--- config.mk ---
export PLATFORM = sky130hd
export DESIGN_NAME = clk_failover_ctrl
export DESIGN_NICKNAME = d
export VERILOG_FILES = /design/src/rtl/failover_pkg.sv /design/src/rtl/src_qualifier.sv /design/src/rtl/failover_policy.sv /design/src/rtl/sat_counter.sv /design/src/rtl/clk_failover_ctrl.sv
export SDC_FILE = /design/constraint.sdc
export NUM_CORES = 1
export LEC_CHECK = 0
export ABC_CLOCK_PERIOD_IN_PS = 3500
export BUFFER_PORTS_ARGS = -buffer_cell sky130_fd_sc_hd__clkbuf_2
export CAP_MARGIN = 30
export CORE_ASPECT_RATIO = 2
export CORE_MARGIN = 2
export CORE_UTILIZATION = 40
export DETAILED_ROUTE_END_ITERATION = 8
export RECOVER_POWER = 100
export SLEW_MARGIN = 40
export SYNTH_ARGS = -nofsm -noshare
export SYNTH_HDL_FRONTEND = slang
export SYNTH_HIERARCHICAL = 1
export SYNTH_SLANG_ARGS = --single-unit
--- constraint.sdc ---
create_clock -name clk -period 3.5 [get_ports clk]
set_input_delay 0.7 -clock clk [delete_from_list [all_inputs] [get_ports clk]]
set_output_delay 0.7 -clock clk [all_outputs]
set_load 0.03 [all_outputs]
--- src/rtl/failover_pkg.sv ---
package failover_pkg;
  typedef enum logic [1:0] {
    OVR_AUTO   = 2'b00,
    OVR_MAIN   = 2'b01,
    OVR_BACKUP = 2'b10,
    OVR_AUTO_B = 2'b11
  } ovr_e;

  localparam int NSRC       = 2;
  localparam int SRC_MAIN   = 0;
  localparam int SRC_BAK    = 1;
  localparam int NCNT       = 3;
  localparam int CNT_SWITCH = 0;
  localparam int CNT_FAIL   = 1;
  localparam int CNT_ALARM  = 2;
endpackage

--- src/rtl/src_qualifier.sv ---
module src_qualifier #(
  parameter int CW = 8
) (
  input  logic          clk,
  input  logic          rst_n,
  input  logic          win_tick,
  input  logic          obs_bad,
  input  logic          ignore_bad,
  input  logic [CW-1:0] n_bad,
  input  logic [CW-1:0] n_good,
  output logic          good,
  output logic          fault_evt
);
  logic [CW-1:0] run;
  logic [CW:0]   nxt;

  assign nxt = {1'b0, run} + {{CW{1'b0}}, 1'b1};

  always_ff @(posedge clk or negedge rst_n) begin
    if (!rst_n) begin
      good      <= 1'b0;
      run       <= '0;
      fault_evt <= 1'b0;
    end else begin
      fault_evt <= 1'b0;
      if (win_tick) begin
        if (good) begin
          if (obs_bad && !ignore_bad) begin
            if (nxt >= {1'b0, n_bad}) begin
              good      <= 1'b0;
              run       <= '0;
              fault_evt <= 1'b1;
            end else begin
              run <= nxt[CW-1:0];
            end
          end else if (!obs_bad) begin
            run <= '0;
          end
        end else begin
          if (!obs_bad) begin
            if (nxt >= {1'b0, n_good}) begin
              good <= 1'b1;
              run  <= '0;
            end else begin
              run <= nxt[CW-1:0];
            end
          end else begin
            run <= '0;
          end
        end
      end
    end
  end
endmodule

--- src/rtl/failover_policy.sv ---
module failover_policy
  import failover_pkg::*;
#(
  parameter int TW = 16
) (
  input  logic          clk,
  input  logic          rst_n,
  input  logic          main_good,
  input  logic          bak_good,
  input  logic          revertive,
  input  logic [1:0]    ovr_mode,
  input  logic [TW-1:0] holdoff_cyc,
  input  logic [TW-1:0] soak_cyc,
  output logic          sel_backup,
  output logic          sw_req,
  output logic          hold_active,
  output logic          ev_switch,
  output logic          ev_fail
);
  logic [TW-1:0] ho_cnt;
  logic [TW-1:0] st_cnt;
  logic [TW-1:0] soak_cnt;
  logic          start_inh;
  logic          forced;
  logic          auto_ok;
  logic          want_sel;

  assign forced      = (ovr_mode == OVR_MAIN) || (ovr_mode == OVR_BACKUP);
  assign hold_active = (ho_cnt != '0);
  assign auto_ok     = !forced && !hold_active && !start_inh;

  always_comb begin
    want_sel = sel_backup;
    ev_fail  = 1'b0;
    if (ovr_mode == OVR_MAIN) begin
      want_sel = 1'b0;
    end else if (ovr_mode == OVR_BACKUP) begin
      want_sel = 1'b1;
    end else if (auto_ok) begin
      if (!sel_backup) begin
        if (!main_good && bak_good) begin
          want_sel = 1'b1;
          ev_fail  = 1'b1;
        end
      end else if (!bak_good && main_good) begin
        want_sel = 1'b0;
        ev_fail  = 1'b1;
      end else if (revertive && main_good && (soak_cnt >= soak_cyc)) begin
        want_sel = 1'b0;
      end
    end
  end

  assign ev_switch = (want_sel != sel_backup);

  always_ff @(posedge clk or negedge rst_n) begin
    if (!rst_n) begin
      sel_backup <= 1'b0;
      sw_req     <= 1'b0;
      ho_cnt     <= '0;
      st_cnt     <= '0;
      soak_cnt   <= '0;
      start_inh  <= 1'b1;
    end else begin
      sel_backup <= want_sel;
      sw_req     <= ev_switch;
      if (ev_switch) ho_cnt <= holdoff_cyc;
      else if (hold_active) ho_cnt <= ho_cnt - 1'b1;
      if (!main_good) soak_cnt <= '0;
      else if (soak_cnt < soak_cyc) soak_cnt <= soak_cnt + 1'b1;
      if (start_inh) begin
        if (main_good || (st_cnt >= holdoff_cyc)) start_inh <= 1'b0;
        else st_cnt <= st_cnt + 1'b1;
      end
    end
  end
endmodule

--- src/rtl/sat_counter.sv ---
module sat_counter #(
  parameter int W = 16
) (
  input  logic         clk,
  input  logic         rst_n,
  input  logic         clr,
  input  logic         inc,
  output logic [W-1:0] q
);
  always_ff @(posedge clk or negedge rst_n) begin
    if (!rst_n) q <= '0;
    else if (clr) q <= '0;
    else if (inc && !(&q)) q <= q + 1'b1;
  end
endmodule

--- src/rtl/clk_failover_ctrl.sv ---
module clk_failover_ctrl
  import failover_pkg::*;
#(
  parameter int CW = 8,
  parameter int TW = 16,
  parameter int KW = 16
) (
  input  logic          clk,
  input  logic          rst_n,
  input  logic          win_tick,
  input  logic          main_los,
  input  logic          main_lol,
  input  logic          main_freq_ok,
  input  logic          bak_los,
  input  logic          bak_lol,
  input  logic          bak_freq_ok,
  input  logic          revertive,
  input  logic [1:0]    ovr_mode,
  input  logic [CW-1:0] n_bad,
  input  logic [CW-1:0] n_good,
  input  logic [TW-1:0] holdoff_cyc,
  input  logic [TW-1:0] soak_cyc,
  input  logic          cnt_clr,
  output logic          sel_backup,
  output logic          sw_req,
  output logic          both_bad,
  output logic [KW-1:0] switch_count,
  output logic [KW-1:0] fail_count,
  output logic [KW-1:0] alarm_count
);
  logic [NSRC-1:0] obs_bad;
  logic [NSRC-1:0] src_good;
  logic [NSRC-1:0] src_evt;
  logic            hold_active;
  logic            ev_switch;
  logic            ev_fail;
  logic [NCNT-1:0] cnt_inc;
  logic [KW-1:0]   cnt_val [NCNT];

  assign obs_bad[SRC_MAIN] = main_los | main_lol | ~main_freq_ok;
  assign obs_bad[SRC_BAK]  = bak_los | bak_lol | ~bak_freq_ok;

  for (genvar g = 0; g < NSRC; g++) begin : g_src
    src_qualifier #(.CW(CW)) u_qual (
      .clk        (clk),
      .rst_n      (rst_n),
      .win_tick   (win_tick),
      .obs_bad    (obs_bad[g]),
      .ignore_bad (hold_active),
      .n_bad      (n_bad),
      .n_good     (n_good),
      .good       (src_good[g]),
      .fault_evt  (src_evt[g])
    );
  end

  failover_policy #(.TW(TW)) u_policy (
    .clk         (clk),
    .rst_n       (rst_n),
    .main_good   (src_good[SRC_MAIN]),
    .bak_good    (src_good[SRC_BAK]),
    .revertive   (revertive),
    .ovr_mode    (ovr_mode),
    .holdoff_cyc (holdoff_cyc),
    .soak_cyc    (soak_cyc),
    .sel_backup  (sel_backup),
    .sw_req      (sw_req),
    .hold_active (hold_active),
    .ev_switch   (ev_switch),
    .ev_fail     (ev_fail)
  );

  assign both_bad            = ~|src_good;
  assign cnt_inc[CNT_SWITCH] = ev_switch;
  assign cnt_inc[CNT_FAIL]   = ev_fail;
  assign cnt_inc[CNT_ALARM]  = |src_evt;

  for (genvar c = 0; c < NCNT; c++) begin : g_cnt
    sat_counter #(.W(KW)) u_cnt (
      .clk   (clk),
      .rst_n (rst_n),
      .clr   (cnt_clr),
      .inc   (cnt_inc[c]),
      .q     (cnt_val[c])
    );
  end

  assign switch_count = cnt_val[CNT_SWITCH];
  assign fail_count   = cnt_val[CNT_FAIL];
  assign alarm_count  = cnt_val[CNT_ALARM];
endmodule

==> metrics.txt, run 1 <==
final antenna-violating net count 0; vertical die dimension 208 um; library cell with the largest summed area after synthesis dfrtp_1; start-to-end type of the worst setup path reg -> reg; post-layout minimum cycle time 3230 ps; site row count 74; Clk Latency, worst-skew pair 420 ps; R2R setup slack 270 ps; CTS tree built; number of H-tree branching levels 4; die span in x 106 um; Pre-Repair DR Iteration Count 4; largest net degree at the start of global routing 96; number of flip-flops and latches in the synthesized netlist 119; total grt overflow 0; global-route wire length before repair 34.4 mm; endpoints failing setup 0; number of antenna violations at the first check in global routing 0; hold-fix buffers at CTS 0; half-perimeter wire length after placement 16.1 mm; vias after detailed routing 7083; endpoint required time on the critical path 3830 ps; proportion of synthesized chip area in sequential cells 0.359; number of input and output port buffers inserted 111; gr usage total 0.196; worst-path maximum fanout 8; post-DR wirelength/cell 15.9 um; buffer count from post-CTS setup fixing 0; final estimated routing congestion in global placement 0.815; post-route fraction of the period consumed by the critical path 0.922; Max Buffers Root-to-Sink 2; Power, Total 3.97 mW; Post-Synthesis Net Count 1042; sum of negative setup slack 0 ps; number of flops mapped to enable cells by yosys 0; Hold Path Stages 1; reg2reg start g_src[0].u_qual/run[1]$_DFFE_PN0P_; TritonCTS Sinks 119; detailed router's first-iteration violation count 233; category of the worst setup path capture point flip-flop; min setup slack post-route 273 ps; arrival time worst endpoint 3560 ps; standby leakage power 4.54 nW; endpoint of the lowest-slack register-to-register path g_src[0].u_qual/run[0]$_DFFE_PN0P_; max-cap violations 0; most frequent standard cell in the layout excluding fill and tap cells dfrtp_1; Ant. Diodes 0; class of the tightest hold or removal check reg -> reg; worst rel slew slack 0.0151; via count of the first global-routing pass 7110; synth top area cells dfrtp_1 36%, ha_1 11%, nand2_1 3.6%; number of hold violations in the final report 0; starting utilization of the core area 0.407; proportion of netlist area held by the largest area contributor 0.356; io pins 112; launch point of the worst hold path u_policy/st_cnt[15]$_DFFE_PN0P_; run status complete, no violations; vias per cell 5.37; Total Wirelength 21.0 mm; setup repair after global routing missed its margin false; setup slack at placement 78.8 ps; number of instances resized during post-cts repair 0; depth of the worst register-to-register path 11; most common flop cell mapped by yosys dfrtp_1; post-synthesis cell area 8290 um^2; PwrDens 410 nW/um^2; top library cells by usage in the layout, fill and taps aside 118 x dfrtp_1, 79 x nand2_1, 77 x inv_1; Core Util, Final 0.475; count of unresolved DRC violations after routing 0; Syn Inst Count 907; share of synthesized registers carrying an async set or reset 1.00; achievable frequency 310 MHz; Worst Hold Path EP u_policy/st_cnt[15]$_DFFE_PN0P_; Synth cell types 71; Layout Area Growth over Synthesis 16.6%; synthesized area divided by synthesized cell count 9.14 um^2; actual slew at the worst max-slew pin 1480 ps; type of origin of the critical path flip-flop; CTS Root Buffer Type clkbuf_16; die footprint 22000 um^2; CTS buffer count 17; core region area 20400 um^2; net total in the final layout 1175; clock-pin slew of the registers on the worst-case setup and hold paths 50 ps; count of yosys warnings during synthesis 6; worst-case vdd ir drop 290 uV; share of post-route cells with drive strength above 1 0.145; max-slew violations 0; setup skew after layout 9.94 ps
==> cell type report <==
cell class | instances | area, um^2
Clock inverter | 9 | 148
Clock buffer | 23 | 468
Multi-Input combinational cell | 694 | 4840
Fill cell | 2038 | 10700
Tap cell | 266 | 333
Sequential cell | 119 | 2980
Timing Repair Buffer | 130 | 609
Inverter | 78 | 293
==> cells in the mapped netlist (15+ instances only) <==
library cell and instances:
a21oi_1 48, and2_1 17, and3_1 19, dfrtp_1 118, ha_1 74, inv_1 76
nand2_1 79, nand2b_1 18, nand3_1 27, nand4_1 35, nor2_1 68, nor3_1 17
o21ai_0 41, or3_1 15, xnor2_1 27, xor2_1 18
==> worst max-delay path by stage <==
stage,start,end,cells after the start
after floorplan,soak_cyc[13],g_cnt[0].u_cnt/q[15]$_DFFE_PN0P_,13
after global placement,soak_cyc[13],g_cnt[0].u_cnt/q[15]$_DFFE_PN0P_,13
after global routing,u_policy/ho_cnt[0]$_DFFE_PN0P_,g_cnt[1].u_cnt/q[15]$_DFFE_PN0P_,13
after CTS,u_policy/ho_cnt[0]$_DFFE_PN0P_,g_cnt[1].u_cnt/q[15]$_DFFE_PN0P_,13
after detailed placement,soak_cyc[13],g_cnt[0].u_cnt/q[15]$_DFFE_PN0P_,13
final,g_src[0].u_qual/run[1]$_DFFE_PN0P_,g_src[0].u_qual/run[0]$_DFFE_PN0P_,11
==> flip-flops by register name, summed over array words and instances, names as in the netlist <==
register	count
u_policy/ho_cnt	16
g_src.u_qual/good	2
g_src.u_qual/fault_evt	2
u_policy/st_cnt	16
u_policy/sel_backup	1
u_policy/start_inh	1
u_policy/soak_cnt	16
g_src.u_qual/run	16
u_policy/sw_req	1
g_cnt.u_cnt/q	48
==> layer usage <==
layer | track usage | wire length [um] | up-vias
met4 | 0.0812 | 538 | 0
met1 | 0.197 | 7940 | 3398
met2 | 0.385 | 12000 | 113
met3 | 0.0317 | 524 | 34
met5 | 0 | 0 | -
li1 | - | - | 3538
==> worst max-delay path: stages, from the launching register on <==
cell and delay (ps):
dfrtp_1 390, ha_1 260, nand4_1 140, and2_0 200, or2_2 320, ha_1 290
and3_1 180, a221oi_1 360, o21ai_0 250, nor3_2 510, nor3_1 90, a31oi_1 160
==> logic make-up (layout without fill, tap and decap cells) <==
kind of cell             count (synthesis)  in the layout  share of synthesized area
AND/OR/NAND/NOR                        374            374                      0.260
AO/OA/AOI/OAI                          181            181                      0.149
flip-flops                             119            119                      0.359
buffers and inverters                   94            240                     0.0450
adder cells (fa/ha/maj)                 74             74                      0.112
XOR/XNOR                                45             45                     0.0475
multiplexers                            20             20                     0.0278
==> per-stage QoR <==
stage          instance area (um^2)  hold WS, ps  instances
3_5_place_dp                   9260          472       1287
2_1_floorplan                  8290          404        907
3_3_place_gp                   9260          468       1287
6_report                       9670          472       1319
5_1_grt                        9670          488       1319
4_1_cts                        9880          196       1319
==> power by group <==
| group | switching, mW | internal [mW] |
|---|---|---|
| clock network | 0.625 | 1.22 |
| registers | 0.102 | 1.46 |
| logic | 0.300 | 0.257 |
| total | 1.03 | 2.94 |
No activity file was read; power rests on OpenSTA's default activity.
==> run 2: changes to the inputs <==
--- a/config.mk
+++ b/config.mk
@@ -11,6 +11,7 @@
 export CORE_ASPECT_RATIO = 2
 export CORE_MARGIN = 2
 export CORE_UTILIZATION = 40
+export CTS_BUF_LIST = sky130_fd_sc_hd__clkbuf_8
 export DETAILED_ROUTE_END_ITERATION = 8
 export RECOVER_POWER = 100
 export SLEW_MARGIN = 40
==> run 2 against run 1 <==
Against the previous run:
- the run now ends with max-capacitance violations left
- non-clock buffer count unchanged
- power decreased by 12%
- clock skew increased by 3.4 ps
- maximum frequency decreased by 0.58%
- cell area decreased by 2.0%
- global-route usage decreased by 0.22 points
- register-to-register slack got worse by 20 ps
- combinational power about the same
- core utilization decreased by 0.94 points
==> metrics.txt, run 2 (same netlist as run 1, synthesis figures left out) <==
post-DR wirelength/cell 15.8 um; CP max stage cell nor3_2; sum of negative setup slack 0 ps; buffer count from post-CTS setup fixing 0; final estimated routing congestion in global placement 0.815; largest net degree at the start of global routing 96; number of H-tree branching levels 4; endpoint required time on the critical path 3840 ps; clock-pin slew of the registers on the worst-case setup and hold paths 70 ps; io pins 112; gr usage total 0.193; vias per cell 5.36; CTS Root Buffer Type clkbuf_8; share of post-route cells with drive strength above 1 0.145; arrival time worst endpoint 3590 ps; hold-fix buffers at CTS 0; register with the most flip-flops g_cnt.u_cnt/q; filler instances 2065; class of the tightest hold or removal check reg -> reg; endpoints failing setup 0; buffers and inverters on the worst path 0; post-layout minimum cycle time 3250 ps; category of the worst setup path capture point flip-flop; global-route wire length before repair 34.2 mm; most repeated library cell on the critical path and2_1; Layout Area Growth over Synthesis 14.3%; type of origin of the critical path flip-flop; PwrDens 366 nW/um^2; worst-path maximum fanout 8; die footprint 22000 um^2; Clk Latency, worst-skew pair 430 ps; number of antenna violations at the first check in global routing 0; run status finished with violations; actual slew at the worst max-slew pin 1490 ps; Hold Worst Slack 475 ps; Max Buffers Root-to-Sink 2; most frequent standard cell in the layout excluding fill and tap cells dfrtp_1; die span in x 106 um; number of input and output port buffers inserted 111; critical-path cell list and2_1 > nand4_1 > and2_1 > or2_2 > ha_1 > and3_1 > a221oi_1 > o21ai_0 > nor3_2 > nor3_1 > a31oi_1; final antenna-violating net count 0; post-route non-filler standard cell count 1319; number of instances resized during post-cts repair 0; largest stage delay on the critical path 510 ps; setup skew after layout 13.3 ps; number of hold violations in the final report 0; worst-case vdd ir drop 188 uV; net total in the final layout 1175; Total Wirelength 20.9 mm; detailed router's first-iteration violation count 199; TritonCTS Sinks 119; via count of the first global-routing pass 7109; violated checks max-capacitance violations; setup repair after global routing missed its margin false; CTS tree built; Power, Total 3.47 mW; setup slack at placement 78.8 ps; worst rel slew slack 0.00479; Pre-Repair DR Iteration Count 4; standby leakage power 4.47 nW; starting utilization of the core area 0.407; achievable frequency 308 MHz; cell count after placement 1287; top cell family by delay on the critical path simple AND/OR/NAND/NOR gates; Ant. Diodes 0; core region area 20400 um^2; post-route fraction of the period consumed by the critical path 0.927; total grt overflow 0; vertical die dimension 208 um; start-to-end type of the worst setup path reg -> reg; min setup slack post-route 254 ps; CTS buffer count 17; top library cells by usage in the layout, fill and taps aside 118 x dfrtp_1, 81 x inv_1, 79 x nand2_1; flip-flop count of the largest register, all copies and words added 48; count of unresolved DRC violations after routing 0; max-cap violations 1; vias after detailed routing 7066; site row count 74; half-perimeter wire length after placement 16.1 mm; max-slew violations 0
==> run 2: cell count changes in the layout (fill, tap and decap cells not counted) <==
cell / before / now
clkbuf_16: 17 / 0
and2_1: 11 / 12
inv_1: 77 / 81
and2_0: 6 / 5
clkbuf_1: 63 / 59
clkbuf_8: 2 / 19
==> run 2: metal layers <==
layer / track usage / routed length [um]
met5: 0 / 0
met4: 0.0726 / 453
met3: 0.0283 / 528
met2: 0.385 / 12000
met1: 0.196 / 7910
==> run 2: area by class of cell <==
class                           count  area (um^2)  share of cell area
Tap cell                          266          333              0.0351
Clock buffer                       19          262              0.0276
Inverter                           78          293              0.0309
Sequential cell                   119         2980               0.314
Timing Repair Buffer              130          609              0.0643
Clock inverter                     13          163              0.0172
Multi-Input combinational cell    694         4840               0.511
==> run 2: path summary, 6_finish.rpt <==
path,start,to,slack [ps],cells past startpoint
max reg2reg,g_src[0].u_qual/run[2]$_DFFE_PN0P_,g_src[0].u_qual/run[0]$_DFFE_PN0P_,250,11
min,u_policy/st_cnt[15]$_DFFE_PN0P_,u_policy/st_cnt[15]$_DFFE_PN0P_,470,1
min reg2reg,u_policy/st_cnt[15]$_DFFE_PN0P_,u_policy/st_cnt[15]$_DFFE_PN0P_,470,1
min in group asynchronous,rst_n,u_policy/st_cnt[13]$_DFFE_PN0P_,620,1
max,g_src[0].u_qual/run[2]$_DFFE_PN0P_,g_src[0].u_qual/run[0]$_DFFE_PN0P_,250,11
max in group asynchronous,rst_n,g_cnt[0].u_cnt/q[5]$_DFFE_PN0P_,690,2
==> run 2: power breakdown <==
part	switching, mW	total, mW	leakage [nW]	internal [mW]
Sequential	0.102	1.56	1.61	1.46
Combinational	0.298	0.554	2.63	0.256
Clock	0.561	1.36	0.230	0.799
==> run 2: stage by stage <==
step	util	instance area, um^2
6_report	0.465	9480
5_1_grt	0.465	9480
4_1_cts	0.475	9680
3_5_place_dp	0.455	9260
3_3_place_gp	0.454	9260
2_1_floorplan	-	8290
